--- src/rtl/frst_pkg.sv ---
package frst_pkg;

    typedef enum logic [1:0] {
        SEQ_IDLE = 2'd0,
        SEQ_WAIT = 2'd1,
        SEQ_FIRE = 2'd2
    } seq_state_t;

    // bit positions decoded by the register and the sequencer
    localparam int BIT_RST = 0;
    localparam int BIT_A20 = 1;

    // constant pattern returned in the reserved positions
    localparam logic [7:0] FIXED_VAL  = 8'h24;
    localparam logic [7:0] FIXED_MASK = 8'hFC;

endpackage

--- src/rtl/frst_regs.sv ---
module frst_regs
    import frst_pkg::*;
#(
    parameter int          ADDR_W = 16,
    parameter logic [15:0] BASE   = 16'h0092
) (
    input  logic              clk,
    input  logic              rst_n,
    input  logic              cs,
    input  logic              wr,
    input  logic              rd,
    input  logic [ADDR_W-1:0] addr,
    input  logic [7:0]        wdata,
    input  logic              fast_rst_en,
    output logic [7:0]        rdata,
    output logic              a20_q,
    output logic              rstbit_q,
    output logic              arm
);

    localparam logic [ADDR_W-1:0] MY_ADDR = ADDR_W'(BASE);

    logic addr_hit;
    logic wr_hit;
    logic rd_hit;

    always_comb begin
        addr_hit = (addr == MY_ADDR);
        wr_hit   = cs && wr && addr_hit;
        rd_hit   = cs && rd && addr_hit;
    end

    // storage for the two writable bits
    always_ff @(posedge clk or negedge rst_n) begin
        if (!rst_n) begin
            a20_q    <= 1'b0;
            rstbit_q <= 1'b0;
        end else if (wr_hit) begin
            a20_q    <= wdata[BIT_A20];
            rstbit_q <= wdata[BIT_RST];
        end
    end

    // a 0-to-1 write of the reset bit with the enable high requests a pulse
    always_comb begin
        arm = wr_hit && wdata[BIT_RST] && !rstbit_q && fast_rst_en;
    end

    always_comb begin
        rdata = '0;
        if (rd_hit) begin
            rdata          = FIXED_VAL & FIXED_MASK;
            rdata[BIT_A20] = a20_q;
            rdata[BIT_RST] = rstbit_q;
        end
    end

endmodule

--- src/rtl/frst_seq.sv ---
module frst_seq
    import frst_pkg::*;
#(
    parameter int DELAY_CYC = 700,
    parameter int PULSE_CYC = 300
) (
    input  logic clk,
    input  logic rst_n,
    input  logic arm,
    output logic pulse_n,
    output logic busy
);

    localparam int MAX_CYC = (DELAY_CYC > PULSE_CYC) ? DELAY_CYC : PULSE_CYC;
    localparam int CNT_W   = (MAX_CYC > 1) ? $clog2(MAX_CYC) : 1;
    localparam logic [CNT_W-1:0] WAIT_LAST = CNT_W'(DELAY_CYC - 1);
    localparam logic [CNT_W-1:0] FIRE_LAST = CNT_W'(PULSE_CYC - 1);

    seq_state_t       state_q;
    seq_state_t       state_d;
    logic [CNT_W-1:0] cnt_q;

    // next-state decode
    always_comb begin
        state_d = state_q;
        unique case (state_q)
            SEQ_IDLE: if (arm)                state_d = SEQ_WAIT;
            SEQ_WAIT: if (cnt_q == WAIT_LAST) state_d = SEQ_FIRE;
            SEQ_FIRE: if (cnt_q == FIRE_LAST) state_d = SEQ_IDLE;
            default:                          state_d = SEQ_IDLE;
        endcase
    end

    // state register and the shared phase counter
    always_ff @(posedge clk or negedge rst_n) begin
        if (!rst_n) begin
            state_q <= SEQ_IDLE;
            cnt_q   <= '0;
        end else begin
            state_q <= state_d;
            if (state_d != state_q || state_q == SEQ_IDLE) begin
                cnt_q <= '0;
            end else begin
                cnt_q <= cnt_q + 1'b1;
            end
        end
    end

    // outputs decoded from the state register
    always_comb begin
        pulse_n = 1'b1;
        busy    = 1'b0;
        unique case (state_q)
            SEQ_IDLE: begin
                pulse_n = 1'b1;
                busy    = 1'b0;
            end
            SEQ_WAIT: begin
                pulse_n = 1'b1;
                busy    = 1'b1;
            end
            SEQ_FIRE: begin
                pulse_n = 1'b0;
                busy    = 1'b1;
            end
            default: begin
                pulse_n = 1'b1;
                busy    = 1'b0;
            end
        endcase
    end

endmodule

--- src/rtl/frst_outmux.sv ---
module frst_outmux (
    input  logic pulse_n,
    input  logic kbc_rst_n,
    input  logic rst_pol_hi,
    input  logic a20_q,
    input  logic kbc_gate,
    output logic sys_rst_out,
    output logic gate_out
);

    logic merged_n;

    always_comb begin
        merged_n    = pulse_n & kbc_rst_n;
        sys_rst_out = rst_pol_hi ? ~merged_n : merged_n;
        gate_out    = kbc_gate | a20_q;
    end

endmodule

--- src/rtl/fast_rst_a20.sv ---
module fast_rst_a20
    import frst_pkg::*;
#(
    parameter int          ADDR_W   = 16,
    parameter logic [15:0] BASE     = 16'h0092,
    parameter int          CLK_KHZ  = 50_000,
    parameter int          DELAY_NS = 14_000,
    parameter int          PULSE_NS = 6_000
) (
    input  logic              clk,
    input  logic              rst_n,
    input  logic              cs,
    input  logic              wr,
    input  logic              rd,
    input  logic [ADDR_W-1:0] addr,
    input  logic [7:0]        wdata,
    output logic [7:0]        rdata,
    input  logic              fast_rst_en,
    input  logic              kbc_rst_n,
    input  logic              kbc_gate,
    input  logic              rst_pol_hi,
    output logic              sys_rst_out,
    output logic              gate_out
);

    localparam int DELAY_RAW = (CLK_KHZ * DELAY_NS) / 1_000_000;
    localparam int PULSE_RAW = (CLK_KHZ * PULSE_NS) / 1_000_000;
    localparam int DELAY_CYC = (DELAY_RAW < 1) ? 1 : DELAY_RAW;
    localparam int PULSE_CYC = (PULSE_RAW < 1) ? 1 : PULSE_RAW;

    logic a20_q;
    logic rstbit_q;
    logic arm;
    logic pulse_n;
    logic seq_busy;

    frst_regs #(
        .ADDR_W (ADDR_W),
        .BASE   (BASE)
    ) u_regs (
        .clk         (clk),
        .rst_n       (rst_n),
        .cs          (cs),
        .wr          (wr),
        .rd          (rd),
        .addr        (addr),
        .wdata       (wdata),
        .fast_rst_en (fast_rst_en),
        .rdata       (rdata),
        .a20_q       (a20_q),
        .rstbit_q    (rstbit_q),
        .arm         (arm)
    );

    frst_seq #(
        .DELAY_CYC (DELAY_CYC),
        .PULSE_CYC (PULSE_CYC)
    ) u_seq (
        .clk     (clk),
        .rst_n   (rst_n),
        .arm     (arm),
        .pulse_n (pulse_n),
        .busy    (seq_busy)
    );

    frst_outmux u_out (
        .pulse_n     (pulse_n),
        .kbc_rst_n   (kbc_rst_n),
        .rst_pol_hi  (rst_pol_hi),
        .a20_q       (a20_q),
        .kbc_gate    (kbc_gate),
        .sys_rst_out (sys_rst_out),
        .gate_out    (gate_out)
    );

endmodule

--- config.mk ---
export PLATFORM = sky130hd
export DESIGN_NAME = fast_rst_a20
export DESIGN_NICKNAME = d
export VERILOG_FILES = /design/src/rtl/frst_pkg.sv /design/src/rtl/frst_regs.sv /design/src/rtl/frst_seq.sv /design/src/rtl/frst_outmux.sv /design/src/rtl/fast_rst_a20.sv
export SDC_FILE = /design/constraint.sdc
export NUM_CORES = 1
export LEC_CHECK = 0
export BUFFER_PORTS_ARGS = -buffer_cell sky130_fd_sc_hd__buf_2
export CORE_UTILIZATION = 40
export DETAILED_ROUTE_END_ITERATION = 10
export GPL_ROUTABILITY_DRIVEN = 0
export PLACE_DENSITY = 0.69
export SLEW_MARGIN = 20
export SYNTH_ARGS = -nofsm -noshare
export SYNTH_HDL_FRONTEND = slang
export SYNTH_HIERARCHICAL = 1
export SYNTH_SLANG_ARGS = --single-unit
export TNS_END_PERCENT = 1
--- constraint.sdc ---
create_clock -name clk -period 2.2 [get_ports clk]
set_input_delay 0.44 -clock clk [delete_from_list [all_inputs] [get_ports clk]]
set_output_delay 0.44 -clock clk [all_outputs]
set_load 0.01 [all_outputs]
# Yosys cells after proc, flatten, opt, wreduce, memory -nomap -nowiden
# Cells that the tools add are included.
[classes]
n_addsub = 1
eq_ne = 6
mux = 8
bitwise = 3
n_reduce_logical = 10
[ops]
columns = ["op", "count"]
rows = [
  ["equality test 16 x 8 -> 1 bit, second input constant", 1],
  ["adder 10 x 1 -> 10 bit, second input constant", 1],
  ["equality test 10 bit, second input constant", 1],
  ["equality test 10 x 9 -> 1 bit, second input constant", 1],
  ["2-to-1 mux 10 bit", 1],
  ["logical AND 1 bit", 7],
  ["2-to-1 mux 2 bit", 3],
  ["2-to-1 mux 6 bit", 1],
  ["one-hot mux 2 bit (3 select lines)", 1],
  ["equality test 2 x 1 -> 1 bit, second input constant", 1],
  ["equality test 2 bit, second input constant", 1],
  ["zero test 2 bit", 1],
  ["2-to-1 mux 1 bit", 2],
  ["!= test 2 bit", 1],
  ["AND 1 bit", 1],
  ["zero test 1 bit", 1],
  ["logical OR 1 bit", 1],
  ["NOT 1 bit", 1],
  ["bitwise OR 1 bit", 1],
]
[totals]
ff_bits = 14
inputBits = 33
out_inout_bits = 10
wordCells = 32

# Logic depth before layout (Yosys ltp)
# Gate-level depths: netlist of run 1.
[depth]
word_depth = 10
mapped_depth = 8
mapped_depth_nobuf = 7

# Modules after synthesis
# The synthesis of run 1 kept the hierarchy.
[modules_own_cells]
columns = ["module", "instances", "cells_per_inst", "area_each_um2", "seq_area_each_um2"]
rows = [
  ["frst_seq", 1, 71, 768.2, 300.3],
  ["frst_regs", 1, 24, 232.7, 50.0],
  ["frst_outmux", 1, 3, 18.8, 0.0],
]

# Worst setup path before layout of run 1
# Ideal clock, no wire load.
[synth_timing]
path_kind = "input to register"
startpoint = "input addr[6]"
endpoint = "register u_seq.cnt_q[0]"
setup_ps = 147
arrival_ps = 2002
t_required_ps = 2053
slack_ps = 51
cell_stages = 8
path_buffers = 1
path_cell_list = "or4_4 > nor4_4 > nand4_1 > nor3_1 > nand2b_1 > a31o_2 > buf_6 > a2111oi_0"
[synth_via]
elab_chain_cells = 10
[synth_rtl]
columns = ["item", "line", "rtl"]
rows = [
  ["start: declaration", "fast_rst_a20.sv:15", "input logic [ADDR_W-1:0] addr,"],
  ["equality test 16 x 8 -> 1 bit", "frst_regs.sv:28", "addr_hit = (addr == MY_ADDR);"],
  ["logical AND 1 bit", "frst_regs.sv:29", "wr_hit = cs && wr && addr_hit;"],
  ["logical AND 1 bit (3 in series)", "frst_regs.sv:46", "arm = wr_hit && wdata[BIT_RST] && !rstbit_q && fast_rst_en;"],
  ["via arm", "fast_rst_a20.sv:33", "logic arm;"],
  ["2-to-1 mux 2 bit", "frst_seq.sv:27", "SEQ_IDLE: if (arm) state_d = SEQ_WAIT;"],
  ["one-hot mux 2 bit (3 select lines)", "frst_seq.sv:26", "unique case (state_q)"],
  ["!= test 2 bit", "frst_seq.sv:41", "if (state_d != state_q || state_q == SEQ_IDLE) begin"],
  ["logical OR 1 bit", "frst_seq.sv:41", ""],
  ["2-to-1 mux 10 bit", "frst_seq.sv:41", ""],
  ["end signal: assignment", "frst_seq.sv:44", "cnt_q <= cnt_q + 1'b1;"],
  ["end: declaration", "frst_seq.sv:21", "logic [CNT_W-1:0] cnt_q;"],
]
# The timed path passes the listed nets, and every way through them passes these cells.
# A chain may end at the register's enable or synchronous reset.

# Final worst setup path of run 1
[layout_timing]
startpoint = "input addr[15]"
endpoint = "output rdata[0]"
[layout_via]
elab_chain_cells = 3
[layout_rtl]
columns = ["item", "line", "rtl"]
rows = [
  ["equality test 16 x 8 -> 1 bit", "frst_regs.sv:28", ""],
  ["logical AND 1 bit", "frst_regs.sv:30", "rd_hit = cs && rd && addr_hit;"],
  ["2-to-1 mux 6 bit", "frst_regs.sv:51", "if (rd_hit) begin"],
  ["end: declaration", "fast_rst_a20.sv:17", "output logic [7:0] rdata,"],
]
# No other way between the ends.

==> results of run 1 <==
==> cell usage in the layout, fill, tap and decap left out, drive strengths merged, types with 3 or more instances in the layout <==
cell / Yosys / routed
a2111oi: 10 / 10
and2: 4 / 4
dfrtp: 14 / 14
nor2: 4 / 4
nand2: 3 / 3
nand4: 5 / 5
clkbuf: 1 / 3
a21oi: 4 / 4
xnor2: 8 / 8
buf: 8 / 34
nand3: 3 / 3
conb: 1 / 4
ha: 5 / 5
inv: 7 / 7
==> timing repair <==
item                       in CTS  in global routing
gates resized for setup         3                  4
setup endpoints to repair       4                 15
pin swaps                       5                  2
setup buffers                   1                  0
==> final timing paths <==
| kind | from | to | slack [ps] | cells past startpoint |
|---|---|---|---|---|
| max | addr[15] | rdata[0] | -70 | 6 |
| min | rst_n | u_seq/cnt_q[8] | 40 | 1 |
| max reg2reg | u_seq/cnt_q[4] | u_seq/cnt_q[4] | 180 | 4 |
| min reg2reg | u_seq/cnt_q[0] | u_seq/cnt_q[0] | 520 | 1 |
| max in group asynchronous | rst_n | u_seq/cnt_q[1] | 1920 | 1 |
| min in group clk | wdata[1] | u_regs/a20_q | 390 | 2 |
==> sequential cells by signal, indices dropped and copies added, names as in the netlist <==
register,cells
u_seq/state_q,2
u_seq/cnt_q,10
u_regs/a20_q,1
u_regs/rstbit_q,1
==> per-stage QoR <==
stage	power [uW]	cells	setup slack (ps)
2_1_floorplan	277.5	101	51.40
3_3_place_gp	301.6	153	-226.3
3_5_place_dp	302.7	153	-271.3
4_1_cts	449.0	157	-106.3
5_1_grt	467.7	157	-113.8
6_report	441.8	157	-72.16
==> power breakdown <==
part | internal [uW] | switching [uW]
combinational | 21.8 | 19.5
sequential | 257 | 0.00469
clock | 63.4 | 80.0
total | 342 | 99.5
==> cells by family after synthesis <==
group / synth area share (%)
AND/OR/NAND/NOR: 23.80
other: 0.3677
AO/OA/AOI/OAI: 16.20
flip-flops: 34.36
multiplexers: 2.208
adder cells (fa/ha/maj): 6.135
XOR/XNOR: 7.730
buffers and inverters: 9.202
==> cell type report <==
class / count / area [sq um]
Timing Repair Buffer: 34 / 193.9
Clock buffer: 3 / 22.52
Sequential cell: 14 / 350.3
Tap cell: 28 / 35.03
Multi-Input combinational cell: 71 / 601.8
Fill cell: 210 / 1067
Inverter: 7 / 26.28
==> layer usage <==
metal	wire length [um]	GRT usage [%]
met5	0	0
met4	13	7.018
met3	170	4.638
met2	1073	30.17
met1	920	20.32
==> results.md, run 1 <==
* Status: finished, violations left
* Violated checks: negative setup slack
* Synth-to-Final Area Change at 20.61%
* Crit path max fanout at 4
* IO Port Bufs at 32
* Critical Path RT at approximately 1800 ps
* Hold Path Class: input port to asynchronous set/reset pin
* Startpoint types: input port
* Die width at ~52 um
* # diodes at 0
* Finish-stage setup viols at 2
* Die area at ~2800 sq um
* Starting Density at between 40% and 50%
* Unrepaired setup endpoints after global routing: yes
* Drc violations at 0
* # Max-Cap Violations at 0
* Highest clock rate at ~0.44 GHz
* ANT nets after route at 0
* CTS clk-pin slew, worst paths at 80 ps
* Worst skew pair latency at ~280 ps
* CP most frequent cell: buf_6
* Pleak at 0.0005584 uW
* CP Cell Sequence: buf_6 -> or4_4 -> nor4_4 -> and4_4 -> and2_4 -> buf_6
* Top-count cell post-synth: dfrtp_1
* Share of the synthesized area in the top cell type at around 34%
* Hold_ws at 38.88 ps
* Inserted Clock Buffers at 3
* Layout cell share with drive strength beyond 1 at between 30% and 40%
* Drt pass-1 iters at 4
* Nets at about 170
* Arr. time, crit path at 1830 ps
* Pin count of the biggest net entering global routing at 15
* Power per cell area at 359.2 nW/um^2
* GRT Util Overall at 17.51%
* Max VDD drop at between 0.3 and 0.4 mV
* Total grt overflow at 0
* Final Hold Fails at 0
* FP Rows at 17
* Root buffer cell: clkbuf_4
* Vias in the first global route at roughly 830
* Number of synthesized flops with an enable pin at 0
* Ys Warns at 6
* Synth top cells by count: dfrtp_1, a2111oi_0, xnor2_1
* Total Routed Length at about 2200 um
* PnR worst setup slack at -72.16 ps
* Critical path's top delay family: simple AND/OR/NAND/NOR gates
* Final core utilization at a little over half
* Final HPWL DP at 1560 um
* Seq/Total Area, Yosys at between 30% and 40%
* Asr flop ratio synth at 100.0%
* DR vias at roughly 900
* Tcrit/Tclk final at 103.3%
* CTS Sinks at 14
* Mapped Cells at 98
* CP max stage delay at around 530 ps
* Max H-tree Level at 1
* Vias per std cell at roughly 5.6
* Core area at around 2300 sq um
* # IOs at 43
* Synth unique cells at 34
* Ys flop type: dfrtp_1
* Worst Setup End Kind: primary output
* Cell Area, Placed at 1166 sq um
* Routed len/inst at between 10 and 15 um
* Global-route wire length before repair at about 3500 um
* Initial antenna violation count at 0
* Final Skew at approximately 5.4 ps
* Die H at about 52 um
* Setup TNS at -142.6 ps
* Clock Path Buffers at 2
* Yosys reg bits at 14
* CTS hold repair buffers at 0
* Top cells by area, synth: dfrtp_1, a2111oi_0, xnor2_1
* DRT iter0 DRCs at 20
* Final Max Tran Viols at 0
* CTS tree: built
* Syn avg cell area at approximately 10 sq um
* Slowest CP cell: or4_4
* Finished Cell Area at 1230 sq um
* CP Class: input port to primary output
* Mapped Area at a little over 1000 sq um
* Cell taking the most area after synthesis: dfrtp_1
* Fin crit period at 2272 ps
* CP bufs+invs at 2
Note: power is estimated with default switching activity, not from simulation.
==> inputs of run 2 (changes only) <==
--- a/config.mk
+++ b/config.mk
@@ -6,6 +6,7 @@
 export NUM_CORES = 1
 export LEC_CHECK = 0
 export BUFFER_PORTS_ARGS = -buffer_cell sky130_fd_sc_hd__buf_2
+export CORE_MARGIN = 5
 export CORE_UTILIZATION = 40
 export DETAILED_ROUTE_END_ITERATION = 10
 export GPL_ROUTABILITY_DRIVEN = 0
==> run 2 against run 1 <==
Net effect:
- critical endpoint is now rdata[1]
- clock skew is 2.4 ps lower
- setup slack worse by 4.7 ps
- flip-flop and latch count stayed put
- first-iteration DRC count is 5.0% lower
- largest cell class unchanged
- critical path type unchanged
- sequential share of layout area is 0.79 points lower
- the run still ends with negative setup slack left
- largest power group unchanged
==> results.md, run 2 (synthesized netlist as in run 1, its figures left out) <==
* Switching Share at 20.75% (-1.8 points)
* Die area at 3659 sq um (+33%)
* Total grt overflow at 0 (unchanged)
* CP Class: input port to primary output
* Fillers at 222 (+5.7%)
* Max reg flops at 10 (unchanged)
* Drt pass-1 iters at 4 (unchanged)
* Worst Setup End Kind: primary output
* Tcrit/Tclk final at 103.5% (+0.21 points)
* Crit path max fanout at 4 (unchanged)
* Violated checks: negative setup slack
* Finish-stage setup viols at 2 (unchanged)
* FF-to-FF Start: u_seq/cnt_q[0]
* Pleak at 0.0005750 uW (+3.0%)
* Finished Layout Cells at 161 (+2.5%)
* Layout cell share with drive strength beyond 1 at 38.93% (+1.7 points)
* Global-route wire length before repair at 3670 um (+4.1%)
* CTS Sinks at 14 (unchanged)
* Setup TNS at -152.9 ps (-10.28 ps)
* DRT iter0 DRCs at 19 (-5.0%)
* DR vias at 896 (+1.7%)
* Comb pwr share at 9.1% (-0.2 points)
* Inserted Clock Buffers at 3 (unchanged)
* Max H-tree Level at 1 (unchanged)
* Most common cell after layout, fill and taps aside: buf_2
* Vias in the first global route at 841 (+0.84%)
* Nets at 170 (+0.59%)
* Hold_ws at 43.24 ps (+4.357 ps)
* Reg power frac at 53.5% (-4.7 points)
* CTS tree: built
* Worst Setup SP: addr[6]
* Drc violations at 0 (unchanged)
* Int Power at 380.6 uW (+11%)
* Die width at 60.49 um (+15%)
* # Max-Cap Violations at 0 (unchanged)
* Final Skew at 2.965 ps (-2.390 ps)
* PnR worst setup slack at -76.82 ps (-4.662 ps)
* Arr. time, crit path at 1840 ps (about the same)
* Starting Density at 41.54% (-2.9 points)
* # diodes at 0 (unchanged)
* IO Port Bufs at 32 (unchanged)
* Final HPWL DP at 1644 um (+5.4%)
* Die H at 60.49 um (+15%)
* Psw at 99.65 uW (+0.12%)
* Root buffer cell: clkbuf_4
* Register area at 350.3 sq um (unchanged)
* ANT nets after route at 0 (unchanged)
* Fin crit period at 2277 ps (+4.662 ps)
* Hold Path Class: input port to asynchronous set/reset pin
* Biggest regs: u_seq/cnt_q (10), u_seq/state_q (2)
* Vias per std cell at 5.565 (-0.82%)
* # IOs at 43 (unchanged)
* Critical Path RT at 1760 ps (about the same)
* CP max stage delay at 530 ps (about the same)
* Startpoint types: input port
* Area of the multi-input gates at 606.8 sq um (+0.83%)
* Max VDD drop at 0.3109 mV (-13%)
* CP Cell Sequence: buf_6 -> or4_4 -> nor4_4 -> and4_4 -> and2_4 -> buf_6
* CTS clk-pin slew, worst paths at 80 ps (about the same)
* Routed len/inst at 14.43 um (+4.0%)
* Status: finished, violations left
* CTS hold repair buffers at 0 (unchanged)
* FP Rows at 18 (+1)
* Slowest CP cell: or4_4
* CP most frequent cell: buf_6
* Pin count of the biggest net entering global routing at 15 (unchanged)
* Highest clock rate at 0.4392 GHz (-0.20%)
* Unrepaired setup endpoints after global routing: yes
* Power per cell area at 379.7 nW/um^2 (+5.7%)
* Reg2reg end: u_seq/cnt_q[0]
* Core area at 2455 sq um (+6.9%)
* Worst skew pair latency at 270 ps (about the same)
* Placed Cells incl. Taps at 155 (+1.3%)
* Initial antenna violation count at 0 (unchanged)
* Final core utilization at 51.53% (-2.0 points)
* Reg2reg path depth at 5 (+1)
* Reg2Reg Setup Slack at 210 ps (+30 ps)
* Synth-to-Final Area Change at 24.05%
* Worst setup endpoint: rdata[1]
* Commonest non-fill, non-tap cells in the layout: buf_2, dfrtp_1, a2111oi_0, xnor2_1, inv_1
* Total Routed Length at 2323 um (+6.7%)
* Final Max Tran Viols at 0 (unchanged)
* Clock Path Buffers at 2 (unchanged)
* GRT Util Overall at 13.22% (-4.3 points)
* Largest register by flop count: u_seq/cnt_q
* Final Hold Fails at 0 (unchanged)
* Clk pwr share at 37.4% (+4.9 points)
-- run 2: changes by cell type in the layout (fill, tap and decap cells not counted), sizes merged --
cell | before | now
clkbuf | 3 | 4
buf | 34 | 35
-- run 2: how the worst min path moves through the flow --
stage / startpoint / endpoint
after floorplan: rst_n / u_regs/a20_q
after global placement: rst_n / u_seq/state_q[0]
after detailed placement: rst_n / u_seq/cnt_q[8]
after CTS: rst_n / u_seq/state_q[1]
after global routing: rst_n / u_regs/rstbit_q
final: rst_n / u_seq/state_q[1]
-- run 2: cell type report --
| cell class | count | area share (%) |
|---|---|---|
| Inverter | 7 | 2.077 |
| Multi-Input combinational cell | 71 | 47.97 |
| Tap cell | 30 | 2.967 |
| Sequential cell | 14 | 27.70 |
| Clock buffer | 4 | 2.868 |
| Timing Repair Buffer | 35 | 16.42 |
-- run 2: power by group through the flow --
stage | combinational (uW) | sequential (uW) | clock, uW
finish | 43.5 | 257 | 180
global placement | 39.4 | 262 | 0
CTS | 41.9 | 257 | 186
global route | 48.1 | 257 | 205
floorplan | 15.2 | 262 | 0
detailed placement | 40.1 | 262 | 0
-- run 2: critical path: cells and delay by family --
family                 cells  cell delay, ps
and+or+nand+nor            4            1210
buffers and inverters      2             180
-- run 2: per-stage QoR --
stage | area (sq um) | power (uW) | setup slack [ps]
detailed placement | 1169 | 302.3 | -309.3
floorplan | 1031 | 277.5 | 51.40
global placement | 1169 | 301.6 | -242.9
global route | 1265 | 509.9 | -127.5
finish | 1265 | 480.3 | -76.82
CTS | 1241 | 485.1 | -114.9
-- run 2: repair_timing --
action,4_1_cts,5_1_grt
pin swaps,5,5
endpoints found under the setup margin,11,15
setup buffers,2,0
gates resized for setup,4,5
-- run 2: per-layer routing --
| metal | up-vias | wire length [um] | track usage, % |
|---|---|---|---|
| met1 | 430 | 899 | 15.70 |
| li1 | 426 | - | - |
| met3 | 4 | 294 | 3.830 |
| met2 | 36 | 1114 | 23.77 |
| met4 | 0 | 14 | 2.786 |
| met5 | - | 0 | 0 |
==> inputs of run 3 (changes only) <==
--- a/config.mk
+++ b/config.mk
@@ -6,11 +6,13 @@
 export NUM_CORES = 1
 export LEC_CHECK = 0
 export BUFFER_PORTS_ARGS = -buffer_cell sky130_fd_sc_hd__buf_2
+export CELL_PAD_IN_SITES_DETAIL_PLACEMENT = 0
+export CELL_PAD_IN_SITES_GLOBAL_PLACEMENT = 2
 export CORE_MARGIN = 5
-export CORE_UTILIZATION = 40
+export CORE_UTILIZATION = 27
 export DETAILED_ROUTE_END_ITERATION = 10
 export GPL_ROUTABILITY_DRIVEN = 0
-export PLACE_DENSITY = 0.69
+export PLACE_DENSITY_LB_ADDON = 0.1
 export SLEW_MARGIN = 20
 export SYNTH_ARGS = -nofsm -noshare
 export SYNTH_HDL_FRONTEND = slang
==> run 3 against run 2 <==
Net effect:
- the run still ends with negative setup slack left
- via count shrank 3.0%
- combinational power shrank 5.3%
- worst hold slack gained 43 ps
- global-route usage shrank 2.6 points
- first-iteration DRC count grew 42%
- maximum frequency shrank 4.5%
- core utilization shrank 16 points
- sequential power is essentially flat
- total power grew 16%
- critical path type unchanged
==> results.md, run 3 (synthesized netlist as in run 1, its figures left out) <==
* Layout cell share with drive strength beyond 1 at 37.59% (-1.3 points)
* Final Hold Fails at 0 (unchanged)
* Clk pwr share at 46.3% (+8.9 points)
* Starting Density at 27.85% (-14 points)
* Nets at 172 (+1.2%)
* DRT iter0 DRCs at 27 (+8)
* CTS hold repair buffers at 0 (unchanged)
* Largest register by flop count: u_seq/cnt_q
* Area of the multi-input gates at 596.8 sq um (-1.6%)
* CTS Sinks at 14 (unchanged)
* Cell Area, Placed at 1221 sq um (+4.5%)
* Drt pass-1 iters at 2 (-2)
* Total grt overflow at 0 (unchanged)
* CP Class: input port to primary output
* Placed Cells incl. Taps at 177 (+14%)
* # diodes at 0 (unchanged)
* Die H at 71.46 um (+18%)
* Die area at 5106 sq um (+40%)
* Startpoint types: input port
* Highest clock rate at 0.4195 GHz (-4.5%)
* Unrepaired setup endpoints after global routing: yes
* Critical Path RT at 1760 ps (about the same)
* IO Port Bufs at 32 (unchanged)
* # Max-Cap Violations at 0 (unchanged)
* Arr. time, crit path at 1940 ps (+100 ps)
* Comb pwr share at 7.4% (-1.7 points)
* Violated checks: negative setup slack
* Vias in the first global route at 915 (+8.8%)
* Pin count of the biggest net entering global routing at 15 (unchanged)
* Worst skew pair latency at 250 ps (-20 ps)
* Drc violations at 0 (unchanged)
* Power per cell area at 430.0 nW/um^2 (+13%)
* # IOs at 43 (unchanged)
* Inserted Clock Buffers at 3 (unchanged)
* Finish-stage setup viols at 4 (+2)
* PnR worst setup slack at -183.6 ps (-106.8 ps)
* Max reg flops at 10 (unchanged)
* Final HPWL DP at 1886 um (+15%)
* DR vias at 869 (-3.0%)
* Final core utilization at 35.30% (-16 points)
* Max VDD drop at 0.2776 mV (-11%)
* FP Rows at 22 (+4)
* Synth-to-Final Area Change at 26.75%
* Final Max Tran Viols at 0 (unchanged)
* Routed len/inst at 13.71 um (-5.0%)
* Commonest non-fill, non-tap cells in the layout: buf_2, dfrtp_1, a2111oi_0, xnor2_1, inv_1
* Total Routed Length at 2481 um (+6.8%)
* Clock Path Buffers at 2 (unchanged)
* Finished Cell Area at 1292 sq um (+2.2%)
* CTS tree: built
* Psw at 118.0 uW (+18%)
* Fin crit period at 2384 ps (+106.8 ps)
* Reg power frac at 46.3% (-7.2 points)
* Tcrit/Tclk final at 108.3% (+4.9 points)
* Status: finished, violations left
* Initial antenna violation count at 0 (unchanged)
* Hold_ws at 86.63 ps (+43.39 ps)
* Pleak at 0.0005846 uW (+1.7%)
* Hold Path Class: input port to asynchronous set/reset pin
* Crit path max fanout at 4 (unchanged)
* Int Power at 437.9 uW (+15%)
* Register area at 350.3 sq um (unchanged)
* Switching Share at 21.22% (+0.47 points)
* Final Skew at 1.383 ps (-1.582 ps)
* Root buffer cell: clkbuf_8
* Vias per std cell at 4.801 (-14%)
* Fillers at 389 (+75%)
* Core area at 3661 sq um (+49%)
* Finished Layout Cells at 181 (+12%)
* Biggest regs: u_seq/cnt_q (10), u_seq/state_q (2)
* GRT Util Overall at 10.61% (-2.6 points)
* CTS clk-pin slew, worst paths at 60 ps (-20 ps)
* Die width at 71.46 um (+18%)
* Global-route wire length before repair at 4367 um (+19%)
* ANT nets after route at 0 (unchanged)
* Max H-tree Level at 1 (unchanged)
* Worst Setup End Kind: primary output
* Most common cell after layout, fill and taps aside: buf_2
[run 3: changes by cell type in the layout (fill, tap and decap cells not counted), moves of 2 or more]
cell	change
clkbuf_8	+3
buf_6	-3
buf_4	+2
and2_1	+2
and2_4	-2
clkbuf_4	-3
buf_2	+3
[run 3: timing repair]
| action | CTS | global route |
|---|---|---|
| resized for setup | 3 | 0 |
| endpoints found under the setup margin | 8 | 13 |
| gates cloned | 0 | 0 |
| buffers inserted | 0 | 0 |
[run 3: cell type report]
type                    instances  area share (%)
clock buffers                   4           4.259
repair buffers                 37           15.78
multi-input cells              71           46.18
well taps                      48           4.647
inverters                       7           2.033
flip-flops and latches         14           27.11
[run 3: final timing paths]
check	startpoint	to	slack (ps)	depth (start not counted)
worst max-delay path	addr[6]	rdata[0]	-180	7
worst max register to register	u_seq/cnt_q[7]	u_seq/cnt_q[6]	160	4
worst min register to register	u_seq/cnt_q[0]	u_seq/cnt_q[0]	510	1
max in group asynchronous	rst_n	u_seq/cnt_q[6]	1860	1
worst min-delay path	rst_n	u_regs/a20_q	90	1
min in group clk	wdata[1]	u_regs/a20_q	400	2
[run 3: layer usage]
metal | wire length (um) | vias up | GRT usage [%]
met5 | 0 | - | 0
met4 | 10 | 0 | 1.879
met3 | 102 | 2 | 3.647
met2 | 1272 | 13 | 18.37
met1 | 1096 | 428 | 12.82
li1 | - | 426 | -
[run 3: per-stage QoR]
step / total power (uW) / setup slack, ps / TNS, ps
3_3_place_gp: 302.3 / -242.4 / -3151
2_1_floorplan: 277.5 / 51.40 / 0
5_1_grt: 591.1 / -263.7 / -1070
4_1_cts: 568.4 / -197.9 / -559.8
6_report: 555.8 / -183.6 / -510.8
3_5_place_dp: 302.8 / -265.9 / -3438
[run 3: power by group through the flow]
stage          Clock, uW  Sequential (uW)  Combinational (uW)
4_1_cts              269              257                41.9
6_report             257              257                41.2
2_1_floorplan          0              262                15.2
3_5_place_dp           0              262                40.6
5_1_grt              286              257                47.5
3_3_place_gp           0              262                40.1
[run 3: critical path, stage by stage]
cell	delay, ps
buf_6	90
or4_4	530
nor4_4	260
buf_4	170
and4_4	220
and2_1	120
buf_2	120
